File: config.mk
export PLATFORM = sky130hd
export DESIGN_NAME = dualbank_ctl
export DESIGN_NICKNAME = d
export VERILOG_FILES = /design/src/rtl/dualbank_pkg.sv /design/src/rtl/dualbank_wr_qual.sv /design/src/rtl/dualbank_ctl_reg.sv /design/src/rtl/dualbank_win_map.sv /design/src/rtl/dualbank_ctl.sv
export SDC_FILE = /design/constraint.sdc
export NUM_CORES = 1
export LEC_CHECK = 0
export ABC_AREA = 1
export ABC_CLOCK_PERIOD_IN_PS = 1200
export CAP_MARGIN = 20
export CORE_MARGIN = 3
export CORE_UTILIZATION = 18
export CTS_CLUSTER_DIAMETER = 50
export CTS_CLUSTER_SIZE = 28
export DETAILED_ROUTE_END_ITERATION = 8
export PLACE_DENSITY = 0.8
export SYNTH_ARGS = -nofsm -noshare
export SYNTH_HDL_FRONTEND = slang
export SYNTH_HIERARCHICAL = 1
export SYNTH_SLANG_ARGS = --single-unit
File: constraint.sdc
create_clock -name clk -period 1.2 [get_ports clk]
set_input_delay 0.24 -clock clk [delete_from_list [all_inputs] [get_ports clk]]
set_output_delay 0.24 -clock clk [all_outputs]
set_load 0.02 [all_outputs]
File: src/rtl/dualbank_pkg.sv
`timescale 1ns/1ps
package dualbank_pkg;
  localparam int WORD_W   = 32;
  localparam int KEY_W    = 16;
  localparam int STRB_W   = WORD_W / 8;
  localparam int RSVD_W   = WORD_W - KEY_W - 2;

  typedef struct packed {
    logic remap;
    logic en;
  } ctl_t;

  typedef struct packed {
    logic [KEY_W-1:0]  key;
    logic [RSVD_W-1:0] rsvd;
    ctl_t              ctl;
  } wword_t;
endpackage

File: src/rtl/dualbank_wr_qual.sv
`timescale 1ns/1ps
module dualbank_wr_qual
  import dualbank_pkg::*;
#(
  parameter logic [KEY_W-1:0] UNLOCK_KEY = 16'hEACC
) (
  input  logic              hit_wr,
  input  logic [STRB_W-1:0] be,
  input  logic [KEY_W-1:0]  key,
  input  ctl_t              req,
  input  logic              priv_user,
  input  logic              locked,
  output logic              accept,
  output logic              reject
);
  localparam logic [STRB_W-1:0] FULL_STRB = {STRB_W{1'b1}};

  logic key_ok, width_ok, combo_ok, allowed;

  always_comb begin
    key_ok   = (key == UNLOCK_KEY);
    width_ok = (be == FULL_STRB);
    combo_ok = !(req.remap && !req.en);
    allowed  = key_ok && width_ok && combo_ok && priv_user && !locked;
    accept   = hit_wr && allowed;
    reject   = hit_wr && !allowed;
  end
endmodule

File: src/rtl/dualbank_ctl_reg.sv
`timescale 1ns/1ps
module dualbank_ctl_reg
  import dualbank_pkg::*;
(
  input  logic clk,
  input  logic rst_n,
  input  logic accept,
  input  logic reject,
  input  ctl_t wr_val,
  output ctl_t ctl_q,
  output logic ign_q
);
  ctl_t ctl_d;
  logic ctl_ce;
  logic ign_d;

  always_comb begin
    ctl_ce = accept;
    ctl_d  = wr_val;
    ign_d  = reject;
  end

  always_ff @(posedge clk or negedge rst_n) begin
    if (!rst_n) begin
      ctl_q <= '0;
    end else if (ctl_ce) begin
      ctl_q <= ctl_d;
    end
  end

  always_ff @(posedge clk or negedge rst_n) begin
    if (!rst_n) begin
      ign_q <= 1'b0;
    end else begin
      ign_q <= ign_d;
    end
  end
endmodule

File: src/rtl/dualbank_win_map.sv
`timescale 1ns/1ps
module dualbank_win_map
  import dualbank_pkg::*;
#(
  parameter int FADDR_W  = 12,
  parameter int WIN_BASE = 2048,
  parameter int WIN_SIZE = 1024
) (
  input  ctl_t               ctl,
  input  logic [FADDR_W-1:0] flash_addr,
  output logic               win_hit,
  output logic               macro_id,
  output logic               bank_sel
);
  localparam int EXT_W = FADDR_W + 2;
  localparam logic [EXT_W-1:0] WIN_LO = EXT_W'(WIN_BASE);
  localparam logic [EXT_W-1:0] WIN_HI = EXT_W'(WIN_BASE + WIN_SIZE);

  logic [EXT_W-1:0] addr_ext;
  logic             in_range;

  always_comb begin
    addr_ext = {2'b00, flash_addr};
    in_range = (addr_ext >= WIN_LO) && (addr_ext < WIN_HI);
    win_hit  = ctl.en && in_range;
    bank_sel = ctl.en && ctl.remap;
    macro_id = win_hit && !ctl.remap;
  end
endmodule

File: src/rtl/dualbank_ctl.sv
`timescale 1ns/1ps
module dualbank_ctl
  import dualbank_pkg::*;
#(
  parameter int          ADDR_W     = 8,
  parameter logic [7:0]  REG_OFFSET = 8'h10,
  parameter logic [15:0] UNLOCK_KEY = 16'hEACC,
  parameter int          FADDR_W    = 12,
  parameter int          WIN_BASE   = 2048,
  parameter int          WIN_SIZE   = 1024
) (
  input  logic               clk,
  input  logic               rst_n,
  input  logic [ADDR_W-1:0]  bus_addr,
  input  logic               bus_wr,
  input  logic [3:0]         bus_be,
  input  logic [31:0]        bus_wdata,
  output logic [31:0]        bus_rdata,
  input  logic               priv_user,
  input  logic [FADDR_W-1:0] flash_addr,
  output logic               dual_en,
  output logic               remap_sel,
  output logic               win_bank_sel,
  output logic               win_hit,
  output logic               macro_id,
  output logic               wr_ignored
);
  localparam logic [ADDR_W-1:0] OFFS = ADDR_W'(REG_OFFSET);

  wword_t wword;
  ctl_t   ctl_q;
  logic   sel, hit_wr, accept, reject;

  always_comb begin
    wword  = wword_t'(bus_wdata);
    sel    = (bus_addr == OFFS);
    hit_wr = sel && bus_wr;
  end

  dualbank_wr_qual #(.UNLOCK_KEY(UNLOCK_KEY)) u_qual (
    .hit_wr    (hit_wr),
    .be        (bus_be),
    .key       (wword.key),
    .req       (wword.ctl),
    .priv_user (priv_user),
    .locked    (ctl_q.en),
    .accept    (accept),
    .reject    (reject)
  );

  dualbank_ctl_reg u_reg (
    .clk    (clk),
    .rst_n  (rst_n),
    .accept (accept),
    .reject (reject),
    .wr_val (wword.ctl),
    .ctl_q  (ctl_q),
    .ign_q  (wr_ignored)
  );

  dualbank_win_map #(
    .FADDR_W  (FADDR_W),
    .WIN_BASE (WIN_BASE),
    .WIN_SIZE (WIN_SIZE)
  ) u_win (
    .ctl        (ctl_q),
    .flash_addr (flash_addr),
    .win_hit    (win_hit),
    .macro_id   (macro_id),
    .bank_sel   (win_bank_sel)
  );

  always_comb begin
    dual_en   = ctl_q.en;
    remap_sel = ctl_q.remap;
    bus_rdata = '0;
    if (sel) bus_rdata[1:0] = {ctl_q.remap, ctl_q.en};
  end
endmodule

== Word level (Yosys, flattened, before mapping) ==
Cells that the tools add are included.

* Register bits after elaboration: 3
* Bits of input ports: 60
* Output and inout bits: 38
* Word-level logic and storage cells: 26

* $lt $le $gt $ge: 2
* Equal/unequal tests: 3
* Mux-type cells: 1
* Reductions and logical operators: 17

{| class="wikitable"
|+ Operators by type and width
! cell !! count
|-
| $eq 16x16->1 const B || 1
|-
| $ge 12x12->1 const B || 1
|-
| $logic_and 1x1->1 || 12
|-
| $lt 12x12->1 const B || 1
|-
| $eq 8x5->1 const B || 1
|-
| $logic_not 1->1 || 5
|-
| $eq 4x4->1 const B || 1
|-
| $mux 2 || 1
|}

== Logic depth before layout (Yosys ltp) ==
* Depth in word-level cells: 8
* Mapped depth: 10
* Depth with buffers taken out: 10

== By module ==
Netlist, hierarchy kept.

{| class="wikitable"
|+ By module, submodules not included
! module !! times used !! cells each !! area each (um^2) !! seq. area each (um^2)
|-
| dualbank_ctl || 1 || 51 || 304.0 || 0.0
|-
| dualbank_wr_qual || 1 || 29 || 115.1 || 0.0
|-
| dualbank_ctl_reg || 1 || 10 || 101.3 || 75.1
|-
| dualbank_win_map || 1 || 5 || 25.0 || 0.0
|}

== Worst setup path after synthesis ==
Ideal clock, no wire load.

* Path kind: flip-flop to flip-flop
* Start point: register, netlist name u_reg/ctl_q[0]
* End point: register, netlist name u_reg/ctl_q[0]
* Library setup time: 118 ps
* Arrival time: 1,167 ps
* Required time: 1,082 ps
* Path slack: -85 ps
* Cell stages (with the launch flop): 11
* Buffers on the path: 0
* Period minus slack after synthesis: 1,285 ps
* Cell sequence: dfrtp_1 inv_1 nand2_1 nor2_1 nand2_1 nor2_2 nand2_1 nor2_1 inv_1 nand2_1 nand2_1

* Word-level cells in the longest chain between the ends: 3

{| class="wikitable"
|+ RTL lines
! item !! RTL line !! RTL
|-
| $logic_not 1->1 || dualbank_wr_qual.sv:24 || <nowiki>allowed = key_ok && width_ok && combo_ok && priv_user && !locked;</nowiki>
|-
| $logic_and 1x1->1 || dualbank_wr_qual.sv:24 ||
|-
| $logic_and 1x1->1 || dualbank_wr_qual.sv:25 || <nowiki>accept = hit_wr && allowed;</nowiki>
|-
| net accept || dualbank_ctl.sv:32 || <nowiki>logic sel, hit_wr, accept, reject;</nowiki>
|}

The timed path passes the listed nets, and every way through them passes these cells.
A chain may end at the register's enable or synchronous reset.

== Worst setup path after layout ==
* Start point: register, netlist name u_reg/ctl_q[0]
* End point: output port win_hit

* Word-level cells in the longest chain between the ends: 1

{| class="wikitable"
|+ RTL lines
! item !! RTL line !! RTL
|-
| $logic_and 1x1->1 || dualbank_win_map.sv:25 || <nowiki>win_hit = ctl.en && in_range;</nowiki>
|-
| to (decl) || dualbank_ctl.sv:24 || <nowiki>output logic win_hit,</nowiki>
|}

No other way between the ends.

==> summary.txt <==
Finish
  • Antenna diode count: 0
  • Layout cell share with drive strength beyond 1: 23.6%
  • Fill count: 327
  • Nets: 209
  • Fin util: 33.2%
  • Final Non-Filler Cells: 179
  • P&R area growth vs syn: 72.0%
  • Final instance area: 938 sq um
  • Commonest non-fill, non-tap cells in the layout: conb_1 (30), clkdlybuf4s50_1 (25), nand2_1 (21)
  • Most common cell after layout, fill and taps aside: conb_1

Critical path
  • CP Launch Type: register
  • Worst setup path endpoint: win_hit
  • CP Launch Point: u_reg/ctl_q[0]
  • Worst-path cell chain: buf_4 > nand2_2 > nor2_1 > buf_4
  • Max incr delay on CP: 430 ps
  • RR Endpoint: u_reg/ctl_q[0]
  • Critical-path top delay cell: dfrtp_2
  • WP data arrival: 1070 ps
  • Critical path class: reg -> out
  • Reg2reg setup slack: -60 ps
  • R2R Path Start: u_reg/ctl_q[0]
  • Worst-path fanout max: 4
  • Worst setup EP type: output port
  • Worst reg2reg path depth: 10
  • Worst EP required: 960 ps
  • Crit path top cell by count: buf_4

Placement
  • Area after DPL: 947 sq um
  • Gp weighted congestion: 0.614
  • Placed Cells: 174
  • DP HPWL: 1180 microns
  • Pre-CTS WS: -705 ps
  • Port-buffer cells: 43

STA
  • Setup_tns: -434 ps
  • Final setup vio count: 5
  • Worst setup margin: -109 ps
  • RSZ-0062 raised after global routing: yes
  • Hold Vio Cnt, Final: 0
  • Final period utilization: 109%
  • Achievable frequency: 764 MHz
  • Hold Slack: 185 ps
  • Final min period: 1310 ps
  • Slew Limit Fails: 0
  • Clk_skew: 2.34 ps

Clock tree
  • CTS max path bufs: 2
  • Num CTS Buffers: 3
  • CTS tree: done
  • Sink Count: 3
  • Hold buffer count at CTS: 0
  • Worst-path clk slew: 40 ps
  • Worst-skew pair later-pin latency: 230 ps
  • Clk root buf: clkbuf_4
  • # H-tree levels: 1

Global routing
  • All-Layer GR Usage: 5.33%
  • Vias in the first global route: 418
  • Initial antenna violation count: 0
  • Largest net degree at the start of global routing: 6
  • Remaining global-route overflow: 0
  • First-pass GRT wire length: 1520 microns

Yosys
  • Sequential share of the synthesized area: 13.8%
  • Synthesized area: 546 sq um
  • Post-synthesis cell type count: 11
  • Synthesized flop and latch total: 3
  • Syn Inst Count: 95
  • Synth Area per Inst: 5.74 sq um
  • Synth warn: 6

Floorplanning
  • Ports: 98
  • Rows: 19
  • Die height: 61.1 microns
  • Initial Utilization: 19.3%
  • Die width: 61.1 microns
  • Core Box Area: 0.00283 sq mm
  • Area of the die: 0.00373 sq mm

Detailed routing
  • Starting DRT DRC Count: 18
  • Vias: 593
  • Routed WL: 1260 microns
  • DRC viols: 0
  • Avg WL per Cell: 7.05 microns
  • Antenna-violating nets left: 0
  • Initial DRT Pass Iterations: 2
  • Vias/cell: 3.31

Pwr
  • Total power: 0.496 mW
  • Maximum VDD drop: 0.216 mV
  • Static leakage: 0.539 nW
  • Pwr dens: 528 mW/mm^2

Worst hold path
  • Hold crit path type: in -> async

Outcome
  • Failing checks: negative setup slack
  • Status: finished, violations left

Run
  • Max-Cap Viols: 0
-- routing by layer --
metal	GRT usage (%)	part of all wire (%)
met4	2.79	1.1
met2	10.3	52
met1	4.91	32
met3	1.68	15
met5	0	0
-- flip-flops by register name (all words and copies together), names as in the netlist --
signal       count
u_reg/ctl_q      2
u_reg/ign_q      1
-- critical path: cells and delay by family, from the launching register on --
kind          cells  cell delay (ps)
simple gates      2              110
buf+inv           2              300
flops             1              430
-- cells by family (layout without fill, tap and decap cells) --
| family | count (synthesis) | in the layout | synth area share [%] |
|---|---|---|---|
| other | 1 | 30 | 0.687 |
| AO/OA/AOI/OAI | 2 | 2 | 1.83 |
| flip-flops | 3 | 3 | 13.8 |
| buffers and inverters | 48 | 72 | 53.7 |
| AND/OR/NAND/NOR | 41 | 41 | 30.0 |
-- cells in the mapped netlist --
cell type	count	area, sq um
buf_4	30	225
nand2_1	24	90.1
inv_1	18	67.6
nor2_1	14	52.6
dfrtp_1	3	75.1
a21oi_1	1	5.00
conb_1	1	3.75
nand3_1	1	5.00
nor2_2	1	6.26
nor3_2	1	10.0
o21ai_0	1	5.00
-- timing repair --
action,4_1_cts,5_1_grt
buffers inserted,0,1
gates resized for setup,56,12
endpoints found under the setup margin,10,7
pin swaps,10,12
-- cell type report --
| cell class | instances | area (sq um) | area share [%] |
|---|---|---|---|
| inverter | 18 | 67.6 | 7.20 |
| tap | 31 | 38.8 | 4.13 |
| multi-input combinational | 73 | 299 | 31.9 |
| clock buffer | 4 | 26.3 | 2.80 |
| timing repair buffer | 50 | 430 | 45.9 |
| sequential | 3 | 76.3 | 8.13 |
-- power by group --
part	switching (mW)	internal (mW)	total (mW)
registers	0.00000963	0.102	0.102
clock network	0.0546	0.125	0.179
logic	0.116	0.0993	0.215
-- how the worst min path moves through the flow --
stage	to	slack (ps)	depth (start not counted)
2_1_floorplan	u_reg/ctl_q[0]	-60	0
3_3_place_gp	u_reg/ign_q	430	1
3_5_place_dp	u_reg/ign_q	430	1
4_1_cts	u_reg/ign_q	180	1
5_1_grt	u_reg/ign_q	200	1
6_report	u_reg/ctl_q[1]	190	1
Power figures use the tool's default switching activity.
